<file path="src/rtl/pullup_cal_seq.sv">
module pullup_cal_seq #(
  parameter int CODE_W         = 5,
  parameter int NUM_TESTS      = 28,
  parameter int TICKS_PER_TEST = 3
) (
  input  logic              clk,
  input  logic              rst_n,
  input  logic              sample_tick,
  input  logic              start,
  input  logic              chan_sel,
  input  logic [1:0]        comp_in,
  output logic [CODE_W-1:0] pull_code,
  output logic              freeze,
  output logic              done,
  output logic              fail,
  output logic [CODE_W-1:0] result
);
  localparam int TICK_W = (TICKS_PER_TEST > 1) ? $clog2(TICKS_PER_TEST) : 1;
  localparam logic [TICK_W-1:0] LAST_TICK = TICK_W'(TICKS_PER_TEST - 1);
  localparam logic [CODE_W-1:0] LAST_CODE = CODE_W'(NUM_TESTS - 1);

  logic              busy_q, sel_q, done_q, fail_q;
  logic [CODE_W-1:0] code_q, result_q;
  logic [TICK_W-1:0] tick_q;

  wire sense     = sel_q ? comp_in[1] : comp_in[0];
  wire judge     = busy_q && sample_tick && (tick_q == LAST_TICK);
  wire last_code = (code_q == LAST_CODE);

  always_ff @(posedge clk or negedge rst_n) begin
    if (!rst_n) begin
      busy_q   <= 1'b0;
      sel_q    <= 1'b0;
      done_q   <= 1'b0;
      fail_q   <= 1'b0;
      code_q   <= '0;
      result_q <= '0;
      tick_q   <= '0;
    end else begin
      done_q <= 1'b0;
      if (!busy_q) begin
        if (start) begin
          busy_q <= 1'b1;
          sel_q  <= chan_sel;
          fail_q <= 1'b0;
          code_q <= '0;
          tick_q <= '0;
        end
      end else if (sample_tick) begin
        if (!judge) begin
          tick_q <= tick_q + 1'b1;
        end else begin
          tick_q <= '0;
          if (sense) begin
            result_q <= code_q;
            done_q   <= 1'b1;
            busy_q   <= 1'b0;
          end else if (last_code) begin
            fail_q <= 1'b1;
            done_q <= 1'b1;
            busy_q <= 1'b0;
          end else begin
            code_q <= code_q + 1'b1;
          end
        end
      end
    end
  end

  assign pull_code = busy_q ? code_q : result_q;
  assign freeze    = busy_q;
  assign done      = done_q;
  assign fail      = fail_q;
  assign result    = result_q;


  done_pulse_chk: assert property (@(posedge clk) disable iff (!rst_n)
    done |=> !done);


  done_idle_chk: assert property (@(posedge clk) disable iff (!rst_n)
    done |-> !freeze);


  fail_rise_chk: assert property (@(posedge clk) disable iff (!rst_n)
    $rose(fail) |-> done);


  result_hold_chk: assert property (@(posedge clk) disable iff (!rst_n)
    !$stable(result) |-> (done && !fail));


  busy_start_chk: assert property (@(posedge clk) disable iff (!rst_n)
    (freeze && start && !sample_tick) |=> $stable(pull_code));


  code_range_chk: assert property (@(posedge clk) disable iff (!rst_n)
    freeze |-> (pull_code <= LAST_CODE));
endmodule

</file>
<file path="config.mk">
export PLATFORM = sky130hd
export DESIGN_NAME = pullup_cal_seq
export DESIGN_NICKNAME = d
export VERILOG_FILES = /design/src/rtl/pullup_cal_seq.sv
export SDC_FILE = /design/constraint.sdc
export NUM_CORES = 1
export LEC_CHECK = 0
export BUFFER_PORTS_ARGS = -buffer_cell sky130_fd_sc_hd__buf_2
export CAP_MARGIN = 25
export CORE_ASPECT_RATIO = 1.2
export CORE_MARGIN = 2
export CORE_UTILIZATION = 46
export DETAILED_ROUTE_END_ITERATION = 8
export GPL_TIMING_DRIVEN = 0
export HOLD_SLACK_MARGIN = 0.02
export PLACE_DENSITY_LB_ADDON = 0.08
export SLEW_MARGIN = 15
export SYNTH_ARGS = -nofsm -noshare
export SYNTH_HDL_FRONTEND = slang
export SYNTH_SLANG_ARGS = --single-unit
export TNS_END_PERCENT = 20
</file>
<file path="constraint.sdc">
create_clock -name clk -period 1.3 [get_ports clk]
set_input_delay 0.13 -clock clk [delete_from_list [all_inputs] [get_ports clk]]
set_output_delay 0.13 -clock clk [all_outputs]
set_load 0.02 [all_outputs]
</file>
== Word level (Yosys, flattened, before mapping) ==
Index checks and enable logic that the tools add are counted.
Operators by class
  add/sub/neg operators: 2
  equality and inequality tests: 7
  muxes and demuxes: 29
  bitwise operators: 1
  reduce and logical (&&, ||, !) cells: 8
Operators with widths (count)
  $mux 5: 7
  $mux 1: 18
  $reduce_and 5->1: 2
  $mux 2: 4
  $ne 2x2->1 const B: 3
  $add 5x1->5 const B: 1
  $eq 5x5->1 const B: 1
  $ne 2x1->1 const B: 2
  $reduce_and 2->1: 2
  $reduce_and 4->1: 1
  $add 2x1->2 const B: 1
  $eq 2x2->1 const B: 1
  $logic_and 1x1->1: 2
  $reduce_bool 2->1: 1
  $not 1->1: 1
Storage, ports and cells
  register bits after elaboration: 16
  input bits: 7
  output and inout bits: 13
  word-level logic and storage cells: 54

== Longest topological paths before layout ==
Gate-level depths: netlist of the first run.
  depth after elaboration: 6
  mapped depth: 4
  depth with buffers taken out: 4

== Least setup slack after synthesis of the first run ==
OpenSTA, ideal clock, no wires.
  path kind: reg2reg
  start: register code_q[0]
  end: register code_q[3]
  setup time: 139 ps
  arrival time: 1219 ps
  required time: 1161 ps
  path slack: -58 ps
  cell stages (with the launch flop): 5
  buffers on the path: 0
  cells stage by stage: dfrtp_1 -> ha_1 -> and4b_1 -> o311ai_0 -> o31ai_1
Between the ends
  cells in the longest elaborated chain, start to end: 6
  elaborated cells on any way between the ends: 9
  classes of those cells: add/sub (1); eq/ne (2); mux (5); reduce/logical (1)
Ends and longest elaborated chain
  start, declared: RTL line 23  | logic [CODE_W-1:0] code_q, result_q;
  start signal, assigned: RTL line 63  | code_q <= code_q + 1'b1;
  $add 5x1->5: RTL line 63
  $mux 5: RTL line 58  | end else if (last_code) begin
  $mux 5: RTL line 54  | if (sense) begin
  $mux 5: RTL line 50  | if (!judge) begin
  $mux 5: RTL line 49  | end else if (sample_tick) begin
  $mux 5: RTL line 41  | if (!busy_q) begin
Parallel ways exist; a longest one is shown, timed or not. The select of a mux whose other input is x is not followed.
A chain may end at the register's enable or synchronous reset.

== Worst setup path in the final report of the first run ==
  start: register busy_q (netlist: freeze)
  end: output port pull_code[4]
Between the ends
  cells in the longest elaborated chain, start to end: 1
Ends and longest elaborated chain
  start, declared: RTL line 22  | logic busy_q, sel_q, done_q, fail_q;
  start signal, assigned: RTL line 32  | busy_q <= 1'b0;
  start signal, assigned: RTL line 43  | busy_q <= 1'b1;
  start signal, assigned: RTL line 57  | busy_q <= 1'b0;
  $mux 5: RTL line 70  | assign pull_code = busy_q ? code_q : result_q;
  end, declared: RTL line 12  | output logic [CODE_W-1:0] pull_code,
No other way between the ends.

==> reports/results.ini, run 1 <==
[worst_setup_path]
cp_max_fo=5
regToRegSetupSlack_ns=-0.08
worst_r2r_startpoint=code_q[1]
worstRegToRegCells=4
startpoint_type=register
critical_path.endpoint_type=output pin
crit_required_ns=1.17
type_of_the_setup_path_with_the_least_slack=register to output pin
worst_ep_arrival_time_ns=1.28
regToRegEndpoint=code_q[3]

[floorplan]
core_area_sq_um=1787
vertical_die_dimension_um=51.01
die_w_um=43.18
io_pins=20
row_count=17
fp.dieArea_sq_um=2202
floorplan.initialDensity_pct=47.41

[timing]
final-hold-violation-count=0
final_min_period_ns=1.409
report.final.slew_viol_count=0
post-route-period-util_pct=108.4
timing.fmax_mhz=709.7
finalSetupTns_ns=-0.9797
worstMarginPinSlew_ns=0.3484
setup_slack_after_layout_ns=-0.1091
slew-limit-headroom_pct=76.41
setup_viol_count_final=15
unrepaired_setup_endpoints_after_global_routing=true
skew_ns=0.001485

[hold_path]
holdPathStages=2
holdCritStartpoint=chan_sel
destination_of_the_worst_hold_path=sel_q
holdCritPathClass=input port to register

[logic_synthesis]
synthFlopType=sky130_fd_sc_hd__dfrtp_1
synth_top_area_cell=sky130_fd_sc_hd__dfrtp_1
ys_types=26
netlist_instances=70
mappedNetlistArea_sq_um=847.1
synth-seq-cells=16
largest_family_of_logic_cells_by_synthesized_area=multiplexers
synth_fa_ha_area_share_pct=1.477
synth_compound_area_share_pct=10.34
synth-seq-area-share_pct=47.27
ys_async_sr_fraction_pct=100.0
synthesis.area_per_instance_sq_um=12.10
synthDominantCellAreaShare_pct=47.27
synth.area.mux_share_pct=22.75
synth_fp_nets=78
synthXorXnorAreaFrac_pct=1.034
yosys_warnings=0
yosys-top-cells-area=sky130_fd_sc_hd__dfrtp_1 (47%), sky130_fd_sc_hd__mux2_2 (16%), sky130_fd_sc_hd__o311ai_0 (3.1%), sky130_fd_sc_hd__mux2i_4 (2.7%), sky130_fd_sc_hd__nand2_1 (2.7%)
yosys.area_share.simple_pct=14.48
post_synth_edffs=0

[global_routing]
grt_pass1_wl_um=2960
grt_pass1_vias=673
gr-usage-all-layers_pct=18.15
grt.overflow.total=0
initial_antenna_violation_count=0
grt_max_degree=17

[detailed_routing]
detail_route.drc_violations=0
vias_per_cell=5.603
wirelength_um=1685
initial_drc_count=10
per_cell_routed_wire_length_um=14.53
route.vias.total=650
route.antenna.remaining_nets=0
drt_pre_antenna_iters=4

[clocking]
tritoncts=done
total_clock_buffers_created_by_cts=3
path_clk_slew_ns=0.09
clock_tree.root_cell=sky130_fd_sc_hd__clkbuf_4
clock_tree.htree_level_count=1
clock_tree.buffer_depth=2
clk_latency_ns=0.28
tritoncts_num_sinks=16

[final_layout]
post_route_cells_drive_above_1_share_pct=51.55
antenna_cells=0
final_nets=106
post-route-cell-area_sq_um=1102
highest_count_cells_in_the_layout_ignoring_fill_and_taps=sky130_fd_sc_hd__buf_2 (15), sky130_fd_sc_hd__dfrtp_1 (12), sky130_fd_sc_hd__mux2_2 (10), sky130_fd_sc_hd__buf_6 (6), sky130_fd_sc_hd__nand2_1 (6)
final_common_cell=sky130_fd_sc_hd__buf_2
synth_to_layout_area_growth_pct=30.13

[job]
max-cap-violations=0

[run_status]
violations=negative setup slack
result_of_the_run=finished with violations

[power_and_ir_drop]
power.density_cell_area_nw_per_um2=1697
power.ir.vdd_worst_v=0.001156
power_leakage_nw=0.5316

[place]
placedInstanceArea_sq_um=975.9
globalplace.congestion=0.7602
hpwl_after_dpl_um=1175
portBuffers=19

where the power goes:
group | switching, W | internal (W) | total, W | leakage [nW]
logic | 0.000358 | 0.000410 | 0.000768 | 0.304
registers | 0.000148 | 0.000625 | 0.000773 | 0.207
clock network | 0.000158 | 0.000170 | 0.000329 | 0.0210
registers in the layout, indices dropped and copies added (netlist names):
signal and count:
code_q 5, freeze 1, result 5, done 1
fail 1, sel_q 1, tick_q 2
cell type report:
cell class,instances,area (sq um)
Multi-Input combinational cell,50,457.9
Buffer,1,11.26
Tap cell,19,23.77
Fill cell,155,684.4
Sequential cell,16,405.4
Timing Repair Buffer,23,156.4
Inverter,3,11.26
Clock buffer,4,36.28
worst max-delay path by stage:
| stage | end | start | slack [ns] | depth (start not counted) |
|---|---|---|---|---|
| 2_1_floorplan | code_q[3] | code_q[0] | -0.001 | 4 |
| 3_3_place_gp | code_q[3] | code_q[0] | -0.09 | 4 |
| 3_5_place_dp | code_q[0] | code_q[0] | -0.10 | 4 |
| 4_1_cts | pull_code[4] | freeze | -0.12 | 3 |
| 5_1_grt | code_q[2] | sel_q | -0.18 | 3 |
| 6_report | pull_code[4] | freeze | -0.11 | 3 |
repair_timing:
| item | in CTS | in global routing |
|---|---|---|
| setup endpoints to repair | 16 | 17 |
| gates resized for setup | 15 | 8 |
| hold endpoints to repair | 16 | 0 |
| pin swaps | 1 | 1 |
| hold buffers | 1 | 0 |
| buffers inserted | 2 | 0 |
| gates cloned | 1 | 0 |
cell usage after synthesis, types with 2 or more instances:
| cell | count |
|---|---|
| sky130_fd_sc_hd__dfrtp_1 | 16 |
| sky130_fd_sc_hd__mux2_2 | 12 |
| sky130_fd_sc_hd__nand3_1 | 3 |
| sky130_fd_sc_hd__nand2_1 | 6 |
| sky130_fd_sc_hd__o22ai_1 | 2 |
| sky130_fd_sc_hd__nor2_1 | 3 |
| sky130_fd_sc_hd__mux2i_1 | 2 |
| sky130_fd_sc_hd__inv_1 | 3 |
| sky130_fd_sc_hd__o311ai_0 | 3 |
| sky130_fd_sc_hd__and4b_1 | 2 |
| sky130_fd_sc_hd__o31ai_1 | 3 |
cells by family after synthesis:
kind of cell               Yosys count
and+or+nand+nor                     20
muxes                               16
DFF                                 16
AOI/OAI and AO/OA                   12
buffers and inverters                4
xor gates and xnor gates             1
adders and majority gates            1
worst max-delay path, stage by stage (launching register included):
cell,delay (ns)
sky130_fd_sc_hd__dfrtp_2,0.39
sky130_fd_sc_hd__buf_6,0.13
sky130_fd_sc_hd__mux2_2,0.34
sky130_fd_sc_hd__buf_6,0.13
through the flow:
| step | setup slack [ns] | hold slack (ns) | instances | util (%) | power, W |
|---|---|---|---|---|---|
| after floorplan | -0.001077 | -0.1656 | 70 | - | 0.001247 |
| after global placement | -0.09270 | 0.05992 | 108 | 54.62 | 0.001415 |
| after detailed placement | -0.1031 | 0.05876 | 108 | 54.62 | 0.001433 |
| after CTS | -0.1187 | 0.06987 | 116 | 60.50 | 0.001854 |
| after global routing | -0.1802 | 0.05127 | 116 | 61.69 | 0.002017 |
| final | -0.1091 | 0.07369 | 116 | 61.69 | 0.001870 |
per-layer routing:
metal	up-vias	GRT usage [%]	part of all wire, %
met5	-	0	0
met4	0	10.61	1.8
met3	4	2.120	2.3
met2	12	29.10	51
met1	317	23.25	45
li1	317	-	-
No activity file was read; power rests on OpenSTA's default activity.
==> inputs of run 2 (changes only) <==
--- a/config.mk
+++ b/config.mk
@@ -9,11 +9,11 @@
 export CAP_MARGIN = 25
 export CORE_ASPECT_RATIO = 1.2
 export CORE_MARGIN = 2
-export CORE_UTILIZATION = 46
+export CORE_UTILIZATION = 45
 export DETAILED_ROUTE_END_ITERATION = 8
 export GPL_TIMING_DRIVEN = 0
 export HOLD_SLACK_MARGIN = 0.02
-export PLACE_DENSITY_LB_ADDON = 0.08
+export PLACE_DENSITY = 0.71
 export SLEW_MARGIN = 15
 export SYNTH_ARGS = -nofsm -noshare
 export SYNTH_HDL_FRONTEND = slang
==> run 2 against run 1 <==
Compared with the run above: the run still ends with negative setup slack left; clock skew grew 0.0035 ns; utilization fell by 0.24 points; non-clock buffer count grew 1; largest cell class unchanged; largest power group is now combinational cells.
==> reports/results.ini, run 2 (synthesized netlist as in run 1, its figures left out) <==
[run_status]
result_of_the_run=finished with violations
violations=negative setup slack

[worst_setup_path]
crit_slowest_cell=sky130_fd_sc_hd__dfrtp_2
type_of_the_setup_path_with_the_least_slack=register to output pin
timing.critical_path.cells=buf_6, mux2_4, buf_6
startpoint_type=register
cp_max_fo=6
critical_path.endpoint_type=output pin
worst_ep_arrival_time_ns=1.29
crit_required_ns=1.17
family_with_the_most_delay_on_the_worst_path=flip-flops
path_common_cell=sky130_fd_sc_hd__buf_6
worst_path_largest_cell_delay_ns=0.43
crit_buf_inv=2

[clocking]
clock_tree.htree_level_count=1
clock_tree.root_cell=sky130_fd_sc_hd__clkbuf_4
clock_tree.buffer_depth=2
total_clock_buffers_created_by_cts=3
tritoncts=done
tritoncts_num_sinks=16
path_clk_slew_ns=0.09
clk_latency_ns=0.29

[final_layout]
final_common_cell=sky130_fd_sc_hd__buf_2
post-route-cell-area_sq_um=1111
fillers=153
final_cells=117
antenna_cells=0
multi_input_area_sq_um=467.9
post_route_utilization_pct=61.45
highest_count_cells_in_the_layout_ignoring_fill_and_taps=sky130_fd_sc_hd__buf_2 (14), sky130_fd_sc_hd__dfrtp_1 (13), sky130_fd_sc_hd__mux2_2 (10), sky130_fd_sc_hd__buf_6 (6), sky130_fd_sc_hd__nand2_1 (5)
seqCellArea_sq_um=404.1
synth_to_layout_area_growth_pct=31.17
post_route_cells_drive_above_1_share_pct=52.04
final_nets=107

[timing]
final_min_period_ns=1.424
setup_slack_after_layout_ns=-0.1241
timing.hold.ws_ns=0.06121
unrepaired_setup_endpoints_after_global_routing=true
timing.fmax_mhz=702.2
skew_ns=0.004936
final-hold-violation-count=0
worstMarginPinSlew_ns=0.3511
setup_viol_count_final=14
post-route-period-util_pct=109.5
slew-limit-headroom_pct=76.59
report.final.slew_viol_count=0

[job]
max-cap-violations=0

[place]
hpwl_after_dpl_um=1126
placedInstanceArea_sq_um=975.9
placed_cells=108
portBuffers=19
globalplace.congestion=0.7586
setup_slack_after_placement_ns=-0.1488

[global_routing]
gr-usage-all-layers_pct=17.44
grt_pass1_wl_um=2766
initial_antenna_violation_count=0
grt_pass1_vias=633
grt.overflow.total=0
grt_max_degree=17

[detailed_routing]
route.vias.total=672
per_cell_routed_wire_length_um=14.61
route.antenna.remaining_nets=0
detail_route.drc_violations=0
drt_pre_antenna_iters=2
wirelength_um=1709
vias_per_cell=5.744
initial_drc_count=12

[floorplan]
core_area_sq_um=1808
fp.dieArea_sq_um=2247
row_count=17
io_pins=20
floorplan.initialDensity_pct=46.85
die_w_um=43.61
vertical_die_dimension_um=51.53

[power_and_ir_drop]
clockPowerShare_pct=14.5
power.ir.vdd_worst_v=0.0009405
power.density_cell_area_nw_per_um2=1686
power_leakage_nw=0.5358
share_seq_of_total_power_pct=40.8
combinationalPowerShare_pct=44.7
switchingPower_w=0.0006838
internal_power_w=0.001189
swShare_pct=36.51

[hold_path]
holdCritPathClass=input port to register

==> run 2: metrics by stage <==
step	setup TNS (ns)	power, W
3_3_place_gp	-0.3594	0.001404
5_1_grt	-2.005	0.002015
4_1_cts	-1.027	0.001848
6_report	-1.000	0.001873
3_5_place_dp	-0.5090	0.001424
2_1_floorplan	-0.001077	0.001247
==> run 2: worst reg2reg max path, delay by kind of cell (launching register included) <==
family | cells | cell delay [ns]
fa+ha+maj | 1 | 0.23
simple gates | 1 | 0.25
compound gates | 2 | 0.35
flops | 1 | 0.43
==> run 2: worst paths after layout <==
path | slack [ns] | cells after the start | endpoint | from
setup / recovery | -0.12 | 3 | pull_code[0] | freeze
hold / removal | 0.06 | 2 | sel_q | chan_sel
setup reg to reg | -0.07 | 4 | code_q[3] | code_q[0]
min in group asynchronous | 0.27 | 2 | done | rst_n
max in group asynchronous | 0.76 | 2 | tick_q[0] | rst_n
hold reg to reg | 0.48 | 2 | fail | fail
==> run 2: power by group through the flow <==
stage | clock, W | sequential [W] | combinational [W]
2_1_floorplan | 0 | 0.000799 | 0.000448
3_3_place_gp | 0 | 0.000761 | 0.000643
3_5_place_dp | 0 | 0.000773 | 0.000651
4_1_cts | 0.000293 | 0.000753 | 0.000802
5_1_grt | 0.000312 | 0.000790 | 0.000913
6_report | 0.000272 | 0.000764 | 0.000837
==> run 2: area by class of cell <==
cell class	instances	share of cell area [%]
Multi-Input combinational cell	50	42.12
Sequential cell	16	36.37
Timing Repair Buffer	24	14.98
Clock buffer	4	2.365
Tap cell	19	2.140
Buffer	1	1.014
Inverter	3	1.014
==> run 2: per-layer routing <==
metal | GRT usage [%] | up-vias | share of wire, %
li1 | - | 321 | -
met1 | 19.69 | 332 | 42
met2 | 27.45 | 15 | 50
met3 | 4.167 | 4 | 4.5
met4 | 14.14 | 0 | 3.2
met5 | 0 | - | 0
==> run 2: timing repair <==
| action | in CTS | in global routing |
|---|---|---|
| endpoints found under the setup margin | 16 | 17 |
| setup buffers | 4 | 0 |
| pin swaps | 1 | 0 |
| hold buffers | 1 | 0 |
| gates resized for setup | 16 | 6 |
| endpoints found under the hold margin | 16 | 0 |
